File: src/rtl/fcg_pkg.sv
package fcg_pkg;
  typedef enum logic [1:0] {
    FC_POSTED    = 2'd0,
    FC_NONPOSTED = 2'd1,
    FC_COMPL     = 2'd2,
    FC_BAD       = 2'd3
  } fc_kind_e;

  typedef enum logic [1:0] {
    SC_X1  = 2'd0,
    SC_X4  = 2'd1,
    SC_X16 = 2'd2,
    SC_RSV = 2'd3
  } fc_scale_e;

  localparam int NUM_CLASS   = 3;
  localparam int SCALE_EXTRA = 4;
endpackage

File: src/rtl/fcg_scaler.sv
module fcg_scaler
  import fcg_pkg::*;
#(
  parameter int IN_W = 8
) (
  input  logic [IN_W-1:0]             raw,
  input  logic [1:0]                  sel,
  output logic [IN_W+SCALE_EXTRA-1:0] scaled
);
  localparam int OUT_W = IN_W + SCALE_EXTRA;

  logic [OUT_W-1:0] wide;
  assign wide = OUT_W'(raw);

  always_comb begin
    case (fc_scale_e'(sel))
      SC_X4:   scaled = wide << 2;
      SC_X16:  scaled = wide << 4;
      default: scaled = wide;
    endcase
  end
endmodule

File: src/rtl/fcg_slot.sv
module fcg_slot
  import fcg_pkg::*;
#(
  parameter int ADV_W  = 8,
  parameter int NEED_W = 1
) (
  input  logic              clk,
  input  logic              rst,
  input  logic              ld_en,
  input  logic [ADV_W-1:0]  ld_raw,
  input  logic [1:0]        ld_sel,
  input  logic              add_en,
  input  logic [ADV_W-1:0]  add_raw,
  input  logic              take_en,
  input  logic [NEED_W-1:0] need,
  output logic              ok
);
  localparam int W = ADV_W + SCALE_EXTRA;
  localparam logic [W-1:0] HALF = {1'b1, {(W-1){1'b0}}};

  logic [W-1:0] lim_q, used_q;
  logic [1:0]   sel_q;
  logic         inf_q;
  logic [W-1:0] ld_scaled, add_scaled, need_ext, room;

  fcg_scaler #(.IN_W(ADV_W)) u_ld_scale (
    .raw(ld_raw), .sel(ld_sel), .scaled(ld_scaled)
  );

  fcg_scaler #(.IN_W(ADV_W)) u_add_scale (
    .raw(add_raw), .sel(sel_q), .scaled(add_scaled)
  );

  assign need_ext = W'(need);
  assign room     = lim_q - (used_q + need_ext);
  assign ok       = inf_q || (room <= HALF);

  always_ff @(posedge clk) begin
    if (rst) begin
      lim_q  <= '0;
      used_q <= '0;
      sel_q  <= SC_X1;
      inf_q  <= 1'b0;
    end else if (ld_en) begin
      lim_q  <= ld_scaled;
      used_q <= '0;
      sel_q  <= ld_sel;
      inf_q  <= (ld_raw == '0);
    end else begin
      if (add_en && !inf_q) lim_q <= lim_q + add_scaled;
      if (take_en)          used_q <= used_q + need_ext;
    end
  end
endmodule

File: src/rtl/fc_credit_gate.sv
module fc_credit_gate
  import fcg_pkg::*;
#(
  parameter int HDR_ADV_W = 8,
  parameter int DAT_ADV_W = 12,
  parameter int NEED_W    = 10
) (
  input  logic                                 clk,
  input  logic                                 rst,
  input  logic                                 init_valid,
  input  logic [NUM_CLASS-1:0][HDR_ADV_W-1:0]  init_hdr,
  input  logic [NUM_CLASS-1:0][1:0]            init_hdr_scale,
  input  logic [NUM_CLASS-1:0][DAT_ADV_W-1:0]  init_dat,
  input  logic [NUM_CLASS-1:0][1:0]            init_dat_scale,
  input  logic                                 upd_valid,
  input  logic [1:0]                           upd_kind,
  input  logic [HDR_ADV_W-1:0]                 upd_hdr,
  input  logic [DAT_ADV_W-1:0]                 upd_dat,
  input  logic                                 req_valid,
  input  logic [1:0]                           req_kind,
  input  logic [NEED_W-1:0]                    req_dat,
  output logic                                 grant,
  output logic                                 deny
);
  logic [3:0] hdr_ok, dat_ok;
  logic       ready_q, pass, take;

  assign hdr_ok[3] = 1'b0;
  assign dat_ok[3] = 1'b0;

  assign pass = ready_q && (fc_kind_e'(req_kind) != FC_BAD)
                && hdr_ok[req_kind] && dat_ok[req_kind];
  assign take = req_valid && pass && !init_valid;

  for (genvar c = 0; c < NUM_CLASS; c++) begin : g_class
    logic hit_upd, hit_req;
    assign hit_upd = upd_valid && (upd_kind == 2'(c));
    assign hit_req = take && (req_kind == 2'(c));

    fcg_slot #(.ADV_W(HDR_ADV_W), .NEED_W(1)) u_hdr (
      .clk(clk), .rst(rst),
      .ld_en(init_valid), .ld_raw(init_hdr[c]), .ld_sel(init_hdr_scale[c]),
      .add_en(hit_upd), .add_raw(upd_hdr),
      .take_en(hit_req), .need(1'b1),
      .ok(hdr_ok[c])
    );

    fcg_slot #(.ADV_W(DAT_ADV_W), .NEED_W(NEED_W)) u_dat (
      .clk(clk), .rst(rst),
      .ld_en(init_valid), .ld_raw(init_dat[c]), .ld_sel(init_dat_scale[c]),
      .add_en(hit_upd), .add_raw(upd_dat),
      .take_en(hit_req), .need(req_dat),
      .ok(dat_ok[c])
    );
  end

  always_ff @(posedge clk) begin
    if (rst) begin
      ready_q <= 1'b0;
      grant   <= 1'b0;
      deny    <= 1'b0;
    end else begin
      if (init_valid) ready_q <= 1'b1;
      grant <= req_valid && pass;
      deny  <= req_valid && !pass;
    end
  end
endmodule

File: config.mk
export PLATFORM = sky130hd
export DESIGN_NAME = fc_credit_gate
export DESIGN_NICKNAME = d
export VERILOG_FILES = /design/src/rtl/fcg_pkg.sv /design/src/rtl/fcg_scaler.sv /design/src/rtl/fcg_slot.sv /design/src/rtl/fc_credit_gate.sv
export SDC_FILE = /design/constraint.sdc
export NUM_CORES = 1
export LEC_CHECK = 0
export BUFFER_PORTS_ARGS = -buffer_cell sky130_fd_sc_hd__buf_4
export CAP_MARGIN = 20
export CORE_MARGIN = 8
export CORE_UTILIZATION = 50
export CTS_CLUSTER_DIAMETER = 100
export DETAILED_ROUTE_END_ITERATION = 6
export HOLD_SLACK_MARGIN = 0.02
export PLACE_DENSITY = 0.68
export SKIP_LAST_GASP = 1
export SYNTH_ARGS = -nofsm -noshare
export SYNTH_HDL_FRONTEND = slang
export SYNTH_SLANG_ARGS = --single-unit
File: constraint.sdc
create_clock -name clk -period 7.1 [get_ports clk]
set_input_delay 1.42 -clock clk [delete_from_list [all_inputs] [get_ports clk]]
set_output_delay 1.42 -clock clk [all_outputs]
set_load 0.03 [all_outputs]
Word-level counts from Yosys, hierarchy flattened
Cells that the tools add are included.
- output and inout port bits: 2
- bits in registers: 189
- logic and storage cells: 156
- order comparisons: 7
- equal/unequal tests: 29
- muxes and demuxes: 28
- reduce and logical (&&, ||, !) cells: 47
- add/sub/neg operators: 18
- operators with widths (cell ; count):
    one-hot mux 16 bit (2 select lines) ; 6
    one-hot mux 12 bit (2 select lines) ; 6
    2-to-1 mux 16 bit ; 6
    2-to-1 mux 12 bit ; 6
    adder 16 x 10 -> 16 bit ; 3
    adder 16 bit ; 3
    <= comparator 16 bit, second input constant ; 3
    subtractor 16 bit ; 3
    adder 12 x 1 -> 12 bit, second input constant ; 3
    adder 12 bit ; 3
    <= comparator 12 bit, second input constant ; 3
    zero test 12 bit ; 3
    subtractor 12 bit ; 3
    equality test 2 x 1 -> 1 bit, second input constant ; 14
    equality test 2 bit, second input constant ; 14
    zero test 8 bit ; 3
    logical AND 1 bit ; 18
    nonzero test 2 bit ; 6
    zero test 1 bit ; 8
    logical OR 1 bit ; 6
    binary-select mux 1 bit (select 2 bit) ; 2
    zero test 2 bit ; 2
    less-than comparator 2 x 3 -> 1 bit, second input constant ; 1
    2-to-1 mux 1 bit ; 2
    2 further kinds ; 2

Depth between registers and ports, before layout
- word-level depth: 11
- gate-level depth with buffers: 25
- gate-level depth less buffers: 23

Modules after synthesis
A second synthesis with hierarchy kept.
- cell total of the unflattened synthesis: 2731
- area, all modules: 20587.2 µm²
- by module, submodules not included (module ; cells each ; times used ; area each (µm²)):
    fcg_slot (g_class[0].u_dat ...) ; 449 ; 2 ; 3464.6
    fcg_slot (g_class[1].u_hdr ...) ; 295 ; 2 ; 2313.5
    fcg_slot (g_class[2].u_dat) ; 453 ; 1 ; 3529.6
    fcg_slot (g_class[0].u_hdr) ; 336 ; 1 ; 2532.4
    fcg_scaler (g_class[0].u_dat.u_add_scale ...) ; 43 ; 6 ; 275.3
    fcg_scaler (g_class[0].u_hdr.u_add_scale ...) ; 28 ; 6 ; 182.7
    fc_credit_gate ; 28 ; 1 ; 221.5

Least setup slack after synthesis
OpenSTA, ideal clock, no wires.
- path type: in2reg
- start point: input req_dat[0]
- end point: register g_class[1].u_hdr.used_q[10]
- arrival: 6247 ps
- path slack: 783 ps
- stages: 24
- path buffers: 1
- data required time: 7029 ps
- cell sequence: ha_1 > fa_1 > a21o_1 > a21oi_1 > o21bai_1 > a21oi_1 > o21bai_1 > a21oi_1 > o21ai_0 > nand3_1 > xor2_1 > ha_1 > inv_1 > o32a_1 > o2111ai_1 > or4_1 > a2111o_1 > nor4_2 > a41oi_1 > a211oi_4 > o21ai_2 > buf_6 > or3_1 > a21oi_1
- cells in the longest elaborated chain, start to end: 10
- elaborated cells on any way between the ends: 18
- ends and longest elaborated chain (what ; line ; text):
    start: declaration ; fc_credit_gate.sv:21 ; input logic [NEED_W-1:0] req_dat,
    adder 16 x 10 -> 16 bit ; fcg_slot.sv:35 ; assign room = lim_q - (used_q + need_ext);
    subtractor 16 bit ; fcg_slot.sv:35 ;
    <= comparator 16 bit ; fcg_slot.sv:36 ; assign ok = inf_q || (room <= HALF);
    logical OR 1 bit ; fcg_slot.sv:36 ;
    binary-select mux 1 bit (select 2 bit) * ; fc_credit_gate.sv:32 ; && hdr_ok[req_kind] && dat_ok[req_kind];
    2-to-1 mux 1 bit (not written as such) * ; fc_credit_gate.sv:32 ;
    logical AND 1 bit * ; fc_credit_gate.sv:32 ;
    logical AND 1 bit * (2 in series) ; fc_credit_gate.sv:33 ; assign take = req_valid && pass && !init_valid;
    logical AND 1 bit * ; fc_credit_gate.sv:38 ; assign hit_req = take && (req_kind == 2'(c));
    end signal: assignment ; fcg_slot.sv:51 ; if (take_en) used_q <= used_q + need_ext;
    end: declaration ; fcg_slot.sv:21 ; logic [W-1:0] lim_q, used_q;
Every way passes the cells marked *; elsewhere a longest branch is shown, timed or not. The select of a mux whose other input is x is not followed.
A chain may end at the register's enable or synchronous reset.

Final worst setup path
- start point: input req_dat[0]
- end point: register g_class[1].u_hdr.used_q[5]
Same word-level chain as after synthesis.

==> summary.txt <==
Global routing
  • Largest net degree at the start of global routing: 58
  • Total track usage: 0.2437
  • Total gr overflow: 0
  • Global-route wire length before repair: 90.28 mm
  • Vias in the first global route: 17650
  • Initial antenna violation count: 1

Route
  • Final wirelength: 55.66 mm
  • DRT Pass-1 Iters: 7
  • Remaining antenna violation count: 0
  • # DRC: 0
  • Drt via density: 6.083
  • Starting DRC count in detailed routing: 1535
  • Drt wl/cell: 17.82 µm
  • Vias: 19000

Worst setup path
  • Critical path endpoint category: flip-flop
  • CP arrival: 7.05 ns
  • FF-to-FF Start: g_class[1].u_dat.used_q[0]$_SDFFE_PP0P_
  • Crit path largest cell delay: 0.53 ns
  • Worst endpoint required time: 7.49 ns
  • Ordered list of cells on the worst path: buf_4 > ha_1 > fa_1 > a21o_1 > a21oi_1 > o21bai_1 > a21oi_1 > o21bai_1 > a21oi_1 > o21ai_0 > nand3_1 > xor2_1 > ha_1 > inv_1 > o32a_1 > o2111ai_1 > or4_1 > a2111o_1 > nor4_2 > a41oi_1 > a211oi_4 > o21ai_4 > or3_1 > a21oi_1
  • Most used cell, CP: a21oi_1
  • Max stage delay cell, worst path: or4_1
  • Reg-to-Reg End: g_class[1].u_hdr.used_q[5]$_SDFFE_PP0P_
  • Maximum fanout along the worst path: 29
  • Crit path launch type: input pin
  • Worst-case reg-to-reg path depth: 23
  • Critical path class: input pin to flip-flop
  • Register-to-Register Setup Slack: 1.25 ns

Synth
  • Syn Inst Count: 2570
  • Synth cell count leaders: nand2_1 (235), nor2_1 (235), o21ai_0 (215)
  • Area share of the largest cell type after synthesis: 0.1965
  • Synthesized cell area: 19260 µm²
  • Asr flop ratio synth: 0
  • Avg Inst Size Synth: 7.494 µm²
  • Sequential-to-total area share from yosys stat: 0.1965
  • Post-synth EDFFs: 0
  • Yosys warns: 0
  • Cell taking the most area after synthesis: dfxtp_1
  • Synthesis-stage register bit count: 189
  • Syn_nets: 2909
  • Largest cells by area after synthesis: dfxtp_1 (20%), ha_1 (14%), o21ai_0 (5.6%)
  • Synth cell types: 89
  • Top FF cell, synth: dfxtp_1

Timing
  • RSZ-0062 raised after global routing: false
  • Min cycle time layout: 6.653 ns
  • Clock skew: 0.009916 ns
  • Final WS setup: 0.4475 ns
  • Relative slew slack: 0.2290
  • Final Setup Violations: 0
  • Worst-Margin Slew: 1.154 ns
  • Fmax: 150.3 MHz
  • Period Utilization, post-route: 0.9370
  • Final Slew Violations: 0
  • Endpoints failing hold: 0

Worst hold path
  • End of the worst hold path: g_class[2].u_dat.used_q[9]$_SDFFE_PP0P_
  • HP Class: flip-flop to flip-flop
  • Worst hold start: g_class[2].u_dat.used_q[9]$_SDFFE_PP0P_
  • Hold depth: 2

Placement
  • Placed Instances: 3091
  • DP Wirelength: 43.26 mm
  • Dpl ws: -0.07306 ns
  • IO buf count: 112
  • GP Congestion: 0.9089

Clock network
  • CTS Root Cell: clkbuf_16
  • TritonCTS clock tree: yes
  • CTS max path bufs: 2
  • PostCTS Resize Cnt: 0
  • Clock Latency Late Sink: 0.47 ns
  • Post-CTS Hold Fix Bufs: 0
  • Post-CTS setup buffers: 0
  • H-tree levels: 4
  • CTS Sinks: 189
  • Clk slew on worst S/H paths: 0.08 ns
  • TritonCTS Buffers: 17

Layout
  • Fraction of layout cells with a size suffix above 1: 0.08023
  • Final Net Count: 2931
  • Fillers: 3713
  • Post-route insts no fill: 3124
  • Synthesis-to-layout area growth: 8.901%
  • Multi-input gate area: 14480 µm²
  • FF+latch area: 3784 µm²

Die
  • # rows: 72
  • Core Area: 38380 µm²
  • Die Area: 45050 µm²
  • Die W: 212.3 µm
  • Starting density of the core: 0.5018
  • Die Y: 212.3 µm
  • # IOs: 113

Outcome
  • Outcome: finished, final reports clean

Run
  • Max-cap violations: 0

Pwr
  • P_leak: 0.008571 µW
  • Peak VDD IR: 0.0001660 V
  • PwrDens: 165.7 nW/µm²
routing by layer:
layer  up-vias  track usage  part of all wire
li1       9503            -                 -
met1      8845       0.3211              0.46
met2       559       0.3986              0.45
met3        97      0.04098             0.059
met4         0      0.08567             0.029
met5         -            0                 0
worst max-delay path, delay by kind of cell:
kind,cells,cell delay [ns]
adder cells (fa/ha/maj),3,0.99
AO/OA/AOI/OAI,14,2.88
buffers and inverters,2,0.29
XOR/XNOR,1,0.18
AND/OR/NAND/NOR,4,1.30
cells in the final DEF, fill, tap and decap left out, drive strengths merged, types with 9 or more instances in the layout:
cell type	instances
a211o	11
a211oi	65
a21boi	13
a21o	41
a21oi	176
a221oi	9
a22oi	88
a311oi	17
a31oi	18
and2	24
and3	21
buf	137
clkbuf	17
dfxtp	189
fa	15
ha	213
inv	128
mux2i	28
nand2	235
nand2b	33
nand3	67
nand4	15
nor2	235
nor2b	35
nor3	53
nor3b	14
nor4	26
o211ai	38
o21a	18
o21ai	238
o21bai	13
o31ai	17
or2	10
or3	43
or4	9
xnor2	101
xor2	65
power by group:
part / internal [µW] / switching, µW / leakage (µW)
registers: 1110 / 61.0 / 0.00154
clock network: 468 / 498 / 0.000282
logic: 575 / 763 / 0.00674
total: 2150 / 1320 / 0.00857
area by class of cell:
class,instances,area share
Multi-Input combinational cell,2126,0.6904
Sequential cell,189,0.1804
Timing Repair Buffer,137,0.04904
Tap cell,518,0.03090
Inverter,121,0.02166
Clock buffer,17,0.02028
Clock inverter,15,0.007219
Antenna cell,1,0.0001193
worst max path at each step:
stage,from,end,cells past startpoint
floorplan,req_dat[0],g_class[1].u_hdr.used_q[10]$_SDFFE_PP0P_,24
finish,req_dat[0],g_class[1].u_hdr.used_q[5]$_SDFFE_PP0P_,24
detailed placement,req_dat[0],g_class[1].u_dat.used_q[12]$_SDFFE_PP0P_,25
global placement,req_dat[0],g_class[1].u_dat.used_q[12]$_SDFFE_PP0P_,25
global route,req_dat[0],g_class[1].u_dat.used_q[12]$_SDFFE_PP0P_,25
CTS,req_dat[0],g_class[1].u_hdr.used_q[5]$_SDFFE_PP0P_,24
sequential cells by signal, summed over array words and instances (netlist names), 3 cells and up:
signal / count
g_class.u_hdr.inf_q: 3
g_class.u_dat.inf_q: 3
g_class.u_dat.lim_q: 48
g_class.u_hdr.sel_q: 6
g_class.u_dat.used_q: 48
g_class.u_dat.sel_q: 6
g_class.u_hdr.lim_q: 36
g_class.u_hdr.used_q: 36
cell families after synthesis:
logic type	count (synthesis)	share of synthesized area
fa+ha+maj	228	0.1540
compound gates	859	0.2942
simple gates	838	0.2081
flops	189	0.1965
buf+inv	255	0.05250
xor+xnor	167	0.07666
mux	34	0.01806
metrics by stage:
step                      total power [µW]    util  hold WS [ns]  TNS (ns)  cell area [µm²]
after CTS                             3484  0.5462        0.4635         0            20960
final                                 3476  0.5465        0.4639         0            20970
after global placement                2480  0.5312        0.4465         0            20390
after detailed placement              2512  0.5312        0.4527   -0.5993            20390
after global routing                  3705  0.5464        0.4829         0            20970
after floorplan                       2184       -        0.4400         0            19260
Note: power is estimated with default switching activity, not from simulation.
